`src/rtl/msp_pkg.sv`:
```
package msp_pkg;
    localparam int BYTE_W        = 8;
    localparam int PORT_W        = 3;
    localparam int FIELD_W       = 4;
    localparam int REG_W         = 3;
    localparam int LEN_W         = FIELD_W + BYTE_W;
    localparam int REGWR_CLASSES = 8;
    localparam logic [FIELD_W-1:0] CLS_EXT       = 4'h9;
    localparam logic [BYTE_W-1:0]  EXT_LAST_CODE = 8'h09;

    typedef enum logic [2:0] {
        ST_HDR,
        ST_LEN_LO,
        ST_PAYLOAD,
        ST_REG_VAL,
        ST_EXT_CODE,
        ST_EXT_PARAM
    } parse_state_t;

    typedef enum logic [1:0] {
        HK_DATA,
        HK_REGWR,
        HK_EXT,
        HK_RSVD
    } hdr_kind_t;
endpackage

```
`src/rtl/msp_hdr_decode.sv`:
```
module msp_hdr_decode
    import msp_pkg::*;
(
    input  logic [BYTE_W-1:0]  hdr_byte,
    output hdr_kind_t          kind,
    output logic [PORT_W-1:0]  port,
    output logic [FIELD_W-1:0] field
);
    assign port  = hdr_byte[PORT_W-1:0];
    assign field = hdr_byte[PORT_W +: FIELD_W];

    always_comb begin
        if (!hdr_byte[BYTE_W-1])
            kind = HK_DATA;
        else if (int'(field) < REGWR_CLASSES)
            kind = HK_REGWR;
        else if (field == CLS_EXT)
            kind = HK_EXT;
        else
            kind = HK_RSVD;
    end
endmodule

```
`src/rtl/msp_len_counter.sv`:
```
module msp_len_counter #(
    parameter int LEN_W = 12
) (
    input  logic             clk,
    input  logic             rst_n,
    input  logic             load,
    input  logic [LEN_W-1:0] load_val,
    input  logic             dec,
    output logic [LEN_W-1:0] count,
    output logic             last
);
    always_ff @(posedge clk) begin
        if (!rst_n)
            count <= '0;
        else if (load)
            count <= load_val;
        else if (dec)
            count <= count - 1'b1;
    end

    assign last = (count == {{(LEN_W-1){1'b0}}, 1'b1});

    // a payload byte is never taken with an empty counter
    a_r3_no_underflow: assert property (@(posedge clk) disable iff (!rst_n)
        dec |-> (count != '0));
endmodule

```
`src/rtl/msp_credit_check.sv`:
```
module msp_credit_check #(
    parameter int NPORTS = 8,
    parameter int CRED_W = 16,
    parameter int LEN_W  = 12,
    parameter int PORT_W = 3
) (
    input  logic                     clk,
    input  logic                     rst_n,
    input  logic                     check,
    input  logic [PORT_W-1:0]        port,
    input  logic [LEN_W-1:0]         len,
    input  logic [NPORTS*CRED_W-1:0] credits,
    output logic                     ovf
);
    localparam int CMP_W = LEN_W + CRED_W;

    logic [CRED_W-1:0] cred_arr [NPORTS];
    logic [CRED_W-1:0] sel;
    logic              exceeds;

    for (genvar g = 0; g < NPORTS; g++) begin : g_cred
        assign cred_arr[g] = credits[g*CRED_W +: CRED_W];
    end

    always_comb begin
        sel = '0;
        for (int i = 0; i < NPORTS; i++)
            if (int'(port) == i) sel = cred_arr[i];
    end

    assign exceeds = ({{CRED_W{1'b0}}, len} > {{LEN_W{1'b0}}, sel});

    always_ff @(posedge clk) begin
        if (!rst_n)
            ovf <= 1'b0;
        else if (check && exceeds)
            ovf <= 1'b1;
    end

    // flag is sticky and only rises after a length check
    a_r10_sticky: assert property (@(posedge clk) disable iff (!rst_n)
        ovf |=> ovf);
    a_r10_rise_on_check: assert property (@(posedge clk) disable iff (!rst_n)
        $rose(ovf) |-> $past(check));
    initial begin
        assert (CMP_W > LEN_W);
    end
endmodule

```
`src/rtl/msp_stream_parser.sv`:
```
module msp_stream_parser
    import msp_pkg::*;
#(
    parameter int NPORTS = 8,
    parameter int CRED_W = 16
) (
    input  logic                     clk,
    input  logic                     rst_n,
    input  logic                     in_valid,
    input  logic [7:0]               in_data,
    output logic                     in_ready,
    input  logic [NPORTS*CRED_W-1:0] tx_credit,
    output logic                     pay_valid,
    output logic [7:0]               pay_data,
    output logic [2:0]               pay_port,
    input  logic                     pay_ready,
    output logic                     reg_stb,
    output logic [2:0]               reg_port,
    output logic [2:0]               reg_addr,
    output logic [7:0]               reg_val,
    output logic                     ext_stb,
    output logic [2:0]               ext_port,
    output logic [7:0]               ext_code,
    output logic [7:0]               ext_param,
    output logic                     hdr_err,
    output logic                     credit_ovf
);
    parse_state_t        state_q, state_d;
    logic [PORT_W-1:0]   port_q;
    logic [FIELD_W-1:0]  field_q;
    logic [BYTE_W-1:0]   code_q;

    hdr_kind_t           dec_kind;
    logic [PORT_W-1:0]   dec_port;
    logic [FIELD_W-1:0]  dec_field;

    logic                hs;
    logic [LEN_W-1:0]    len_full;
    logic                len_zero;
    logic                cnt_load, cnt_dec, cnt_last;
    logic [LEN_W-1:0]    cnt;
    logic                len_check;
    logic                code_ok;

    msp_hdr_decode u_dec (
        .hdr_byte (in_data),
        .kind     (dec_kind),
        .port     (dec_port),
        .field    (dec_field)
    );

    assign in_ready  = (state_q == ST_PAYLOAD) ? pay_ready : 1'b1;
    assign hs        = in_valid && in_ready;
    assign len_full  = {field_q, in_data};
    assign len_zero  = (len_full == '0);
    assign cnt_load  = (state_q == ST_LEN_LO) && hs;
    assign cnt_dec   = (state_q == ST_PAYLOAD) && hs;
    assign len_check = (state_q == ST_LEN_LO) && hs;
    assign code_ok   = (code_q <= EXT_LAST_CODE);

    msp_len_counter #(.LEN_W(LEN_W)) u_cnt (
        .clk      (clk),
        .rst_n    (rst_n),
        .load     (cnt_load),
        .load_val (len_full),
        .dec      (cnt_dec),
        .count    (cnt),
        .last     (cnt_last)
    );

    msp_credit_check #(
        .NPORTS (NPORTS),
        .CRED_W (CRED_W),
        .LEN_W  (LEN_W),
        .PORT_W (PORT_W)
    ) u_cred (
        .clk     (clk),
        .rst_n   (rst_n),
        .check   (len_check),
        .port    (port_q),
        .len     (len_full),
        .credits (tx_credit),
        .ovf     (credit_ovf)
    );

    // payload path passes straight through
    assign pay_valid = (state_q == ST_PAYLOAD) && in_valid;
    assign pay_data  = in_data;
    assign pay_port  = port_q;

    // next-state logic
    always_comb begin
        state_d = state_q;
        unique case (state_q)
            ST_HDR: if (hs) begin
                unique case (dec_kind)
                    HK_DATA:  state_d = ST_LEN_LO;
                    HK_REGWR: state_d = ST_REG_VAL;
                    HK_EXT:   state_d = ST_EXT_CODE;
                    HK_RSVD:  state_d = ST_HDR;
                    default:  state_d = ST_HDR;
                endcase
            end
            ST_LEN_LO:    if (hs) state_d = len_zero ? ST_HDR : ST_PAYLOAD;
            ST_PAYLOAD:   if (hs && cnt_last) state_d = ST_HDR;
            ST_REG_VAL:   if (hs) state_d = ST_HDR;
            ST_EXT_CODE:  if (hs) state_d = ST_EXT_PARAM;
            ST_EXT_PARAM: if (hs) state_d = ST_HDR;
            default:      state_d = ST_HDR;
        endcase
    end

    // state register and header capture
    always_ff @(posedge clk) begin
        if (!rst_n) begin
            state_q <= ST_HDR;
            port_q  <= '0;
            field_q <= '0;
            code_q  <= '0;
        end else begin
            state_q <= state_d;
            if (state_q == ST_HDR && hs) begin
                port_q  <= dec_port;
                field_q <= dec_field;
            end
            if (state_q == ST_EXT_CODE && hs)
                code_q <= in_data;
        end
    end

    // registered command outputs
    always_ff @(posedge clk) begin
        if (!rst_n) begin
            reg_stb   <= 1'b0;
            reg_port  <= '0;
            reg_addr  <= '0;
            reg_val   <= '0;
            ext_stb   <= 1'b0;
            ext_port  <= '0;
            ext_code  <= '0;
            ext_param <= '0;
            hdr_err   <= 1'b0;
        end else begin
            reg_stb <= 1'b0;
            ext_stb <= 1'b0;
            hdr_err <= 1'b0;
            if (state_q == ST_HDR && hs && dec_kind == HK_RSVD)
                hdr_err <= 1'b1;
            if (state_q == ST_REG_VAL && hs) begin
                reg_stb  <= 1'b1;
                reg_port <= port_q;
                reg_addr <= field_q[REG_W-1:0];
                reg_val  <= in_data;
            end
            if (state_q == ST_EXT_PARAM && hs) begin
                if (code_ok) begin
                    ext_stb   <= 1'b1;
                    ext_port  <= port_q;
                    ext_code  <= code_q;
                    ext_param <= in_data;
                end else begin
                    hdr_err <= 1'b1;
                end
            end
        end
    end

    // at most one command-side pulse per cycle
    a_r11_one_pulse: assert property (@(posedge clk) disable iff (!rst_n)
        $onehot0({reg_stb, ext_stb, hdr_err}));
    // after an error the parser is waiting for a header
    a_r9_resync: assert property (@(posedge clk) disable iff (!rst_n)
        hdr_err |-> (state_q == ST_HDR));
    // payload only presented while bytes remain
    a_r3_count_live: assert property (@(posedge clk) disable iff (!rst_n)
        pay_valid |-> (cnt != '0));
    // a stalled input leaves the remaining count untouched
    a_r5_hold: assert property (@(posedge clk) disable iff (!rst_n)
        !in_ready |=> $stable(cnt));
    // register strobe follows the value byte
    a_r6_after_value: assert property (@(posedge clk) disable iff (!rst_n)
        reg_stb |-> ($past(state_q) == ST_REG_VAL));
    // only known sub-codes produce an extended strobe
    a_r7_code_range: assert property (@(posedge clk) disable iff (!rst_n)
        ext_stb |-> (ext_code <= EXT_LAST_CODE));
endmodule

```
`config.mk`:
```
export PLATFORM = sky130hd
export DESIGN_NAME = msp_stream_parser
export DESIGN_NICKNAME = d
export VERILOG_FILES = /design/src/rtl/msp_pkg.sv /design/src/rtl/msp_hdr_decode.sv /design/src/rtl/msp_len_counter.sv /design/src/rtl/msp_credit_check.sv /design/src/rtl/msp_stream_parser.sv
export SDC_FILE = /design/constraint.sdc
export NUM_CORES = 1
export LEC_CHECK = 0
export ABC_AREA = 1
export CAP_MARGIN = 0
export CELL_PAD_IN_SITES_DETAIL_PLACEMENT = 0
export CELL_PAD_IN_SITES_GLOBAL_PLACEMENT = 1
export CORE_ASPECT_RATIO = 0.6
export CORE_MARGIN = 10
export CORE_UTILIZATION = 30
export DETAILED_ROUTE_END_ITERATION = 8
export GPL_TIMING_DRIVEN = 1
export PLACE_DENSITY = 0.92
export RECOVER_POWER = 50
export SYNTH_ARGS = -nofsm -noshare
export SYNTH_HDL_FRONTEND = slang
export SYNTH_SLANG_ARGS = --single-unit
```
`constraint.sdc`:
```
create_clock -name clk -period 5.07 [get_ports clk]
set_input_delay 1.014 -clock clk [delete_from_list [all_inputs] [get_ports clk]]
set_output_delay 1.014 -clock clk [all_outputs]
set_load 0.1 [all_outputs]
```
==> impl_metrics.toml, run 1 <==
[timing]
tns_ns = 0
hold_ws_ns = 0.433
worst_pin_slew_ns = 1.71
clock_skew_ns = 0.00660
rsz0062_at_grt = "false"
drv_slew = 32
fin_crit_sh = 0.753
finalHoldViolCount = 0
maxSlewHeadroom = -0.147
period_needed_ns = 3.82
fmax_mhz = 262
worst_slack_ns = 1.25
setup_viol_count_final = 0

[synth]
syn_inst = 585
synthFlopType = "dfxtp_1"
synth_sequential_area_ratio = 0.341
synth_area_leader_cell = "dfxtp_1"
synth_common_cells = "116 x nand2_1, 76 x a21oi_1, 67 x dfxtp_1"
synth_area_leaders = "dfxtp_1 34%, nand2_1 11%, a21oi_1 9.7%"
syn_nets = 739
synth_edf_count = 0
synth_top_area_share = 0.341
synth.avg_cell_area_sq_um = 6.72
ys_ff_latch = 67
synth_most_common_cell = "nand2_1"
async_flop_share = 0
synth.cell_area_sq_um = 3930
synth_warnings = 0
ys_types = 37

[detailed_routing]
dr_total_vias = 4629
drc = 0
dr.first_iter.drc_count = 269
wl_per_cell_um = 17.1
dr.pass1.iters = 7
drtAntennaViolNets = 0
drt-total-wl_um = 16000
routed_via_density = 4.96

[global_route]
first_global_vias = 4596
gr-usage-met3 = 0.0683
grt_max_degree = 32
grt.busiest_layer = "met2"
grt_usage = 0.169
use_met2 = 0.263
antenna_found_initial = 0
overflow = 0
met1_usage = 0.216
grt_pass1_wl_um = 24700

[floorplanning]
die_x_um = 168
die_y_um = 109
fp.dieArea_sq_um = 18200
start_util = 0.307
rows = 32
boundaryPins = 190
coreArea_sq_um = 12800

[clocking]
cts.sinks = 67
cts.clk_slew.worst_paths_ns = 0.06
cts_setup_buffers = 0
cts_tree = "yes"
cts_root_buf = "clkbuf_16"
cts_buffers = 9
clk_path_buf_depth = 2
htree_levels = 3
worstSkewPairLatency_ns = 0.33
cts_resized = 0
cts.hold.buffers_added = 0

[layout]
syn_to_final_growth_pct = 57.6
fillers = 1242
regArea_sq_um = 1340
layout.cells.non_filler = 934
layout.nets = 913
multi_input_area_sq_um = 2120
design_area_sq_um = 6190
n_antenna_cell = 0
drive_gt1_frac = 0.0524

[critical_path]
rr_startpoint = "state_q[2]"
worstPathRequired_ns = 5.30
worstPathArrival_ns = 4.04
critPathKind = "in -> reg"
startpoint = "pay_ready"
path_common_cell = "nor2_1"
critPathBufInv = 4
max_stage_delay_ns = 1.29
worstPathCellList = "clkdlybuf4s50_1 -> inv_1 -> nand2_4 -> nand2_1 -> clkinvlp_2 -> nand4_1 -> nor2_1 -> inv_1 -> nor2_1 -> nor2_1"
crit_slowest_cell = "nor2_1"
end_kind = "register"
crit_family = "simple AND/OR/NAND/NOR gates"
cp-start-kind = "input pin"
cp_max_fo = 31

[flow_run]
drv_cap = 1

[power]
powerDensity_nw_per_um2 = 311
power.leakage_nw = 2.55
ir_drop_uv = 169

[place]
dp_hpwl_um = 13100
placedInstanceArea_sq_um = 5860
place_worst_setup_slack_ns = 1.84
io_buffers = 189
dp.cells = 918
gp_congestion = 0.858

[outcome]
outcome = "finished with violations"
violations = "max-capacitance violations, max-slew violations"

[hold_path]
hold_path_startpoint = "ext_code[4]"
hold_class = "reg -> reg"
## routing by layer
metal | routed length [um] | vias to the layer above
met5 | 0 | -
met4 | 217 | 0
met3 | 1450 | 18
met2 | 7040 | 178
met1 | 7280 | 2119
li1 | - | 2314
## stage by stage
step / power [mW] / utilization
after floorplan: 0.944 / -
after global placement: 1.15 / 0.458
after detailed placement: 1.17 / 0.458
after CTS: 1.94 / 0.487
after global routing: 2.03 / 0.483
final: 1.93 / 0.483
## cell families (layout without fill, tap and decap cells)
logic type               Yosys count  count (layout)  share of synthesized area
buffers and inverters             96             275                      0.108
adder cells (fa/ha/maj)           14              14                     0.0446
AND/OR/NAND/NOR                  246             246                      0.281
XOR/XNOR                           5               5                     0.0111
flip-flops                        67              67                      0.341
AO/OA/AOI/OAI                    157             157                      0.214
## final cells by class
| type | instances | share of cell area |
|---|---|---|
| Clock buffer | 10 | 0.0386 |
| Clock inverter | 6 | 0.0220 |
| Inverter | 65 | 0.0396 |
| Sequential cell | 67 | 0.217 |
| Tap cell | 170 | 0.0343 |
| Timing Repair Buffer | 194 | 0.306 |
| Multi-Input combinational cell | 422 | 0.343 |
## power breakdown
| part | total (mW) | switching (mW) | internal (mW) |
|---|---|---|---|
| clock network | 0.776 | 0.232 | 0.544 |
| logic | 0.578 | 0.344 | 0.233 |
| registers | 0.575 | 0.0251 | 0.550 |
## sequential cells by signal (all words and copies together) (netlist names)
register	flops
reg_stb	1
ext_param	8
reg_val	8
reg_port	3
hdr_err	1
field_q	4
ext_code	8
pay_port	3
ext_stb	1
reg_addr	3
u_cred.ovf	1
ext_port	3
u_cnt.count	12
code_q	8
state_q	3
## cell usage in the layout, fill, tap and decap left out, types with 3 or more instances in the layout
| cell | netlist | final |
|---|---|---|
| o21ai_0 | 49 | 58 |
| a32oi_1 | 3 | 3 |
| inv_1 | 60 | 61 |
| ha_1 | 14 | 14 |
| a211oi_1 | 4 | 4 |
| a31oi_1 | 3 | 3 |
| dlygate4sd3_1 | 0 | 3 |
| nor2_1 | 53 | 55 |
| nor3_1 | 10 | 12 |
| clkdlybuf4s50_1 | 0 | 175 |
| clkbuf_16 | 0 | 9 |
| o221ai_1 | 3 | 3 |
| nor4_1 | 4 | 4 |
| a21oi_1 | 76 | 76 |
| o211ai_1 | 2 | 3 |
| buf_4 | 9 | 14 |
| nand3_1 | 33 | 33 |
| o21ai_1 | 13 | 4 |
| xor2_1 | 4 | 4 |
| nand4_1 | 15 | 16 |
| bufinv_16 | 0 | 4 |
| nand2_1 | 116 | 118 |
| dfxtp_1 | 67 | 67 |
## worst reg2reg max path: stages, from the launching register on
cell and delay, ns:
dfxtp_1 0.44, inv_1 0.10, nand2_2 0.09, nor2_2 0.05
nand2_4 0.07, nand2_1 0.10, clkinvlp_2 0.16, nand4_1 0.12
nor2_1 1.29, inv_1 0.51, nor2_1 0.20, nor2_1 0.06
## path summary, 6_finish.rpt
check | cells past startpoint | slack [ns] | endpoint
worst max-delay path | 10 | 1.25 | ext_param[3]
worst min-delay path | 2 | 0.43 | ext_code[4]
worst max register to register | 11 | 1.76 | ext_param[3]
worst min register to register | 2 | 0.43 | ext_code[4]
(Power assumes the default switching activity.)
==> inputs of run 2 (changes only) <==
--- a/config.mk
+++ b/config.mk
@@ -11,10 +11,10 @@
 export CELL_PAD_IN_SITES_GLOBAL_PLACEMENT = 1
 export CORE_ASPECT_RATIO = 0.6
 export CORE_MARGIN = 10
-export CORE_UTILIZATION = 30
+export CORE_UTILIZATION = 28
 export DETAILED_ROUTE_END_ITERATION = 8
 export GPL_TIMING_DRIVEN = 1
-export PLACE_DENSITY = 0.92
+export PLACE_DENSITY = 0.87
 export RECOVER_POWER = 50
 export SYNTH_ARGS = -nofsm -noshare
 export SYNTH_HDL_FRONTEND = slang
==> constraint.sdc (replaced) <==
create_clock -name clk -period 3.8 [get_ports clk]
set_input_delay 0.76 -clock clk [delete_from_list [all_inputs] [get_ports clk]]
set_output_delay 0.76 -clock clk [all_outputs]
set_load 0.1 [all_outputs]
==> run 2 against run 1 <==
Effect of this change: sequential cell count did not move; sequential share of layout area increased by 0.066 points; critical path depth increased by 9; the run now ends clean; clock skew is 0.0018 ns lower; routed wire length fell by 1.1%.
==> impl_metrics.toml, run 2 (synthesis results as in run 1) <==
[global_route]
grt_pass1_wl_um = 24400
overflow = 0
first_global_vias = 4305
antenna_found_initial = 0
grt_usage = 0.156
grt_max_degree = 45

[place]
io_buffers = 189
dp_hpwl_um = 13000
gp_congestion = 0.855

[clocking]
cts_tree = "yes"
cts.sinks = 67
htree_levels = 3
cts_buffers = 9
clk_path_buf_depth = 2
cts.hold.buffers_added = 0
cts_resized = 0
cts_setup_buffers = 0
cts.clk_slew.worst_paths_ns = 0.06
worstSkewPairLatency_ns = 0.33
cts_root_buf = "clkbuf_16"

[detailed_routing]
wl_per_cell_um = 16.4
dr.first_iter.drc_count = 269
drc = 0
drt-total-wl_um = 15800
dr.pass1.iters = 5
dr_total_vias = 4460
drtAntennaViolNets = 0
routed_via_density = 4.64

[layout]
syn_to_final_growth_pct = 57.1
drive_gt1_frac = 0.0597
fillers = 1468
top_register = "u_cnt.count"
fin_util = 0.450
layout_common_cells = "175 x clkdlybuf4s50_1, 118 x nand2_1, 76 x a21oi_1, 67 x dfxtp_1, 61 x inv_1"
n_antenna_cell = 0
layout.nets = 919
final_common_cell = "clkdlybuf4s50_1"
largest_reg_flops = 12

[timing]
fmax_mhz = 347
period_needed_ns = 2.88
rsz0062_at_grt = "false"
worst_pin_slew_ns = 1.02
drv_slew = 0
maxSlewHeadroom = 0.316
finalHoldViolCount = 0
clock_skew_ns = 0.00480
fin_crit_sh = 0.758
setup_viol_count_final = 0
tns_ns = 0

[power]
pwr-share-comb = 0.333
pwr-share-seq = 0.334
power.leakage_nw = 2.53
p_sw_mw = 0.797
internal_power_mw = 1.51
powerDensity_nw_per_um2 = 373
p_sw_frac = 0.346
power_frac_clock = 0.334
ir_drop_uv = 162

[critical_path]
reg2reg_depth = 19
max_stage_delay_ns = 0.48
critPathBufInv = 5
end_kind = "register"
worstPathRequired_ns = 4.00
crit_slowest_cell = "dfxtp_1"
worstPathCellList = "inv_1 -> nor2_1 -> inv_1 -> nor2_4 -> inv_1 -> o21ai_0 -> nand2_1 -> a21oi_1 -> ha_1 -> nand2_1 -> inv_1 -> nand3_1 -> inv_1 -> nand2_1 -> nand3_1 -> nand2_1 -> nand2_1 -> nand3_1 -> a21oi_1"
critPathKind = "reg -> reg"
cp_max_fo = 14
cp-start-kind = "register"
cp.depth = 19
crit_family = "simple AND/OR/NAND/NOR gates"
worstPathArrival_ns = 3.08

[hold_path]
holdPathStages = 2
hold_class = "reg -> reg"

[floorplanning]
boundaryPins = 190
start_util = 0.287
coreArea_sq_um = 13700
die_x_um = 173
fp.dieArea_sq_um = 19300
die_y_um = 112
rows = 33

[flow_run]
drv_cap = 0

[outcome]
outcome = "complete, no violations"
run 2: cell count changes in the layout (fill, tap and decap cells not counted), sizes merged:
cell and delta:
buf +5, bufinv -4, clkbuf +1, clkinv +2, clkinvlp +2
run 2: metal layers:
layer | routed length [um] | global-route usage | part of all wire | up-vias
met5 | 0 | 0 | 0 | -
met4 | 95 | 0.0292 | 0.0060 | 0
met3 | 1240 | 0.0553 | 0.078 | 9
met2 | 6460 | 0.225 | 0.41 | 144
met1 | 8020 | 0.219 | 0.51 | 1987
li1 | - | - | - | 2320
run 2: tightest hold or removal path: cells and delay by family (launching register included):
kind | cells | cell delay (ns)
flops | 1 | 0.30
simple gates | 2 | 0.09
run 2: layout make-up:
type / count / area (sq um) / share of cell area
Multi-Input combinational cell: 422 / 2130 / 0.345
Timing Repair Buffer: 200 / 1940 / 0.314
Sequential cell: 67 / 1340 / 0.217
Inverter: 65 / 245 / 0.0397
Tap cell: 192 / 240 / 0.0389
Clock buffer: 10 / 239 / 0.0387
Clock inverter: 6 / 41.3 / 0.00669
run 2: path summary, 6_finish.rpt:
kind                      end        start  slack [ns]
hold / removal    ext_code[4]  ext_code[4]        0.43
setup reg to reg   u_cred.ovf  pay_port[0]        0.92
setup / recovery   u_cred.ovf  pay_port[0]        0.92
hold reg to reg   ext_code[4]  ext_code[4]        0.43
run 2: power by group through the flow:
stage / clock, mW / sequential [mW] / combinational [mW]
after floorplan: 0 / 0.840 / 0.419
after global placement: 0 / 0.782 / 0.769
after detailed placement: 0 / 0.783 / 0.771
after CTS: 0.785 / 0.768 / 0.774
after global routing: 0.823 / 0.773 / 0.856
final: 0.768 / 0.768 / 0.766
run 2: metrics by stage:
stage	std cells	hold WS (ns)	worst slack (ns)	instance area, sq um	power [mW]
after CTS	962	0.433	0.925	6220	2.33
final	962	0.431	0.921	6170	2.30
after global placement	946	0.424	0.851	5940	1.55
after global routing	962	0.446	0.550	6170	2.45
after detailed placement	946	0.425	0.852	5940	1.55
after floorplan	585	0.424	0.626	3930	1.26
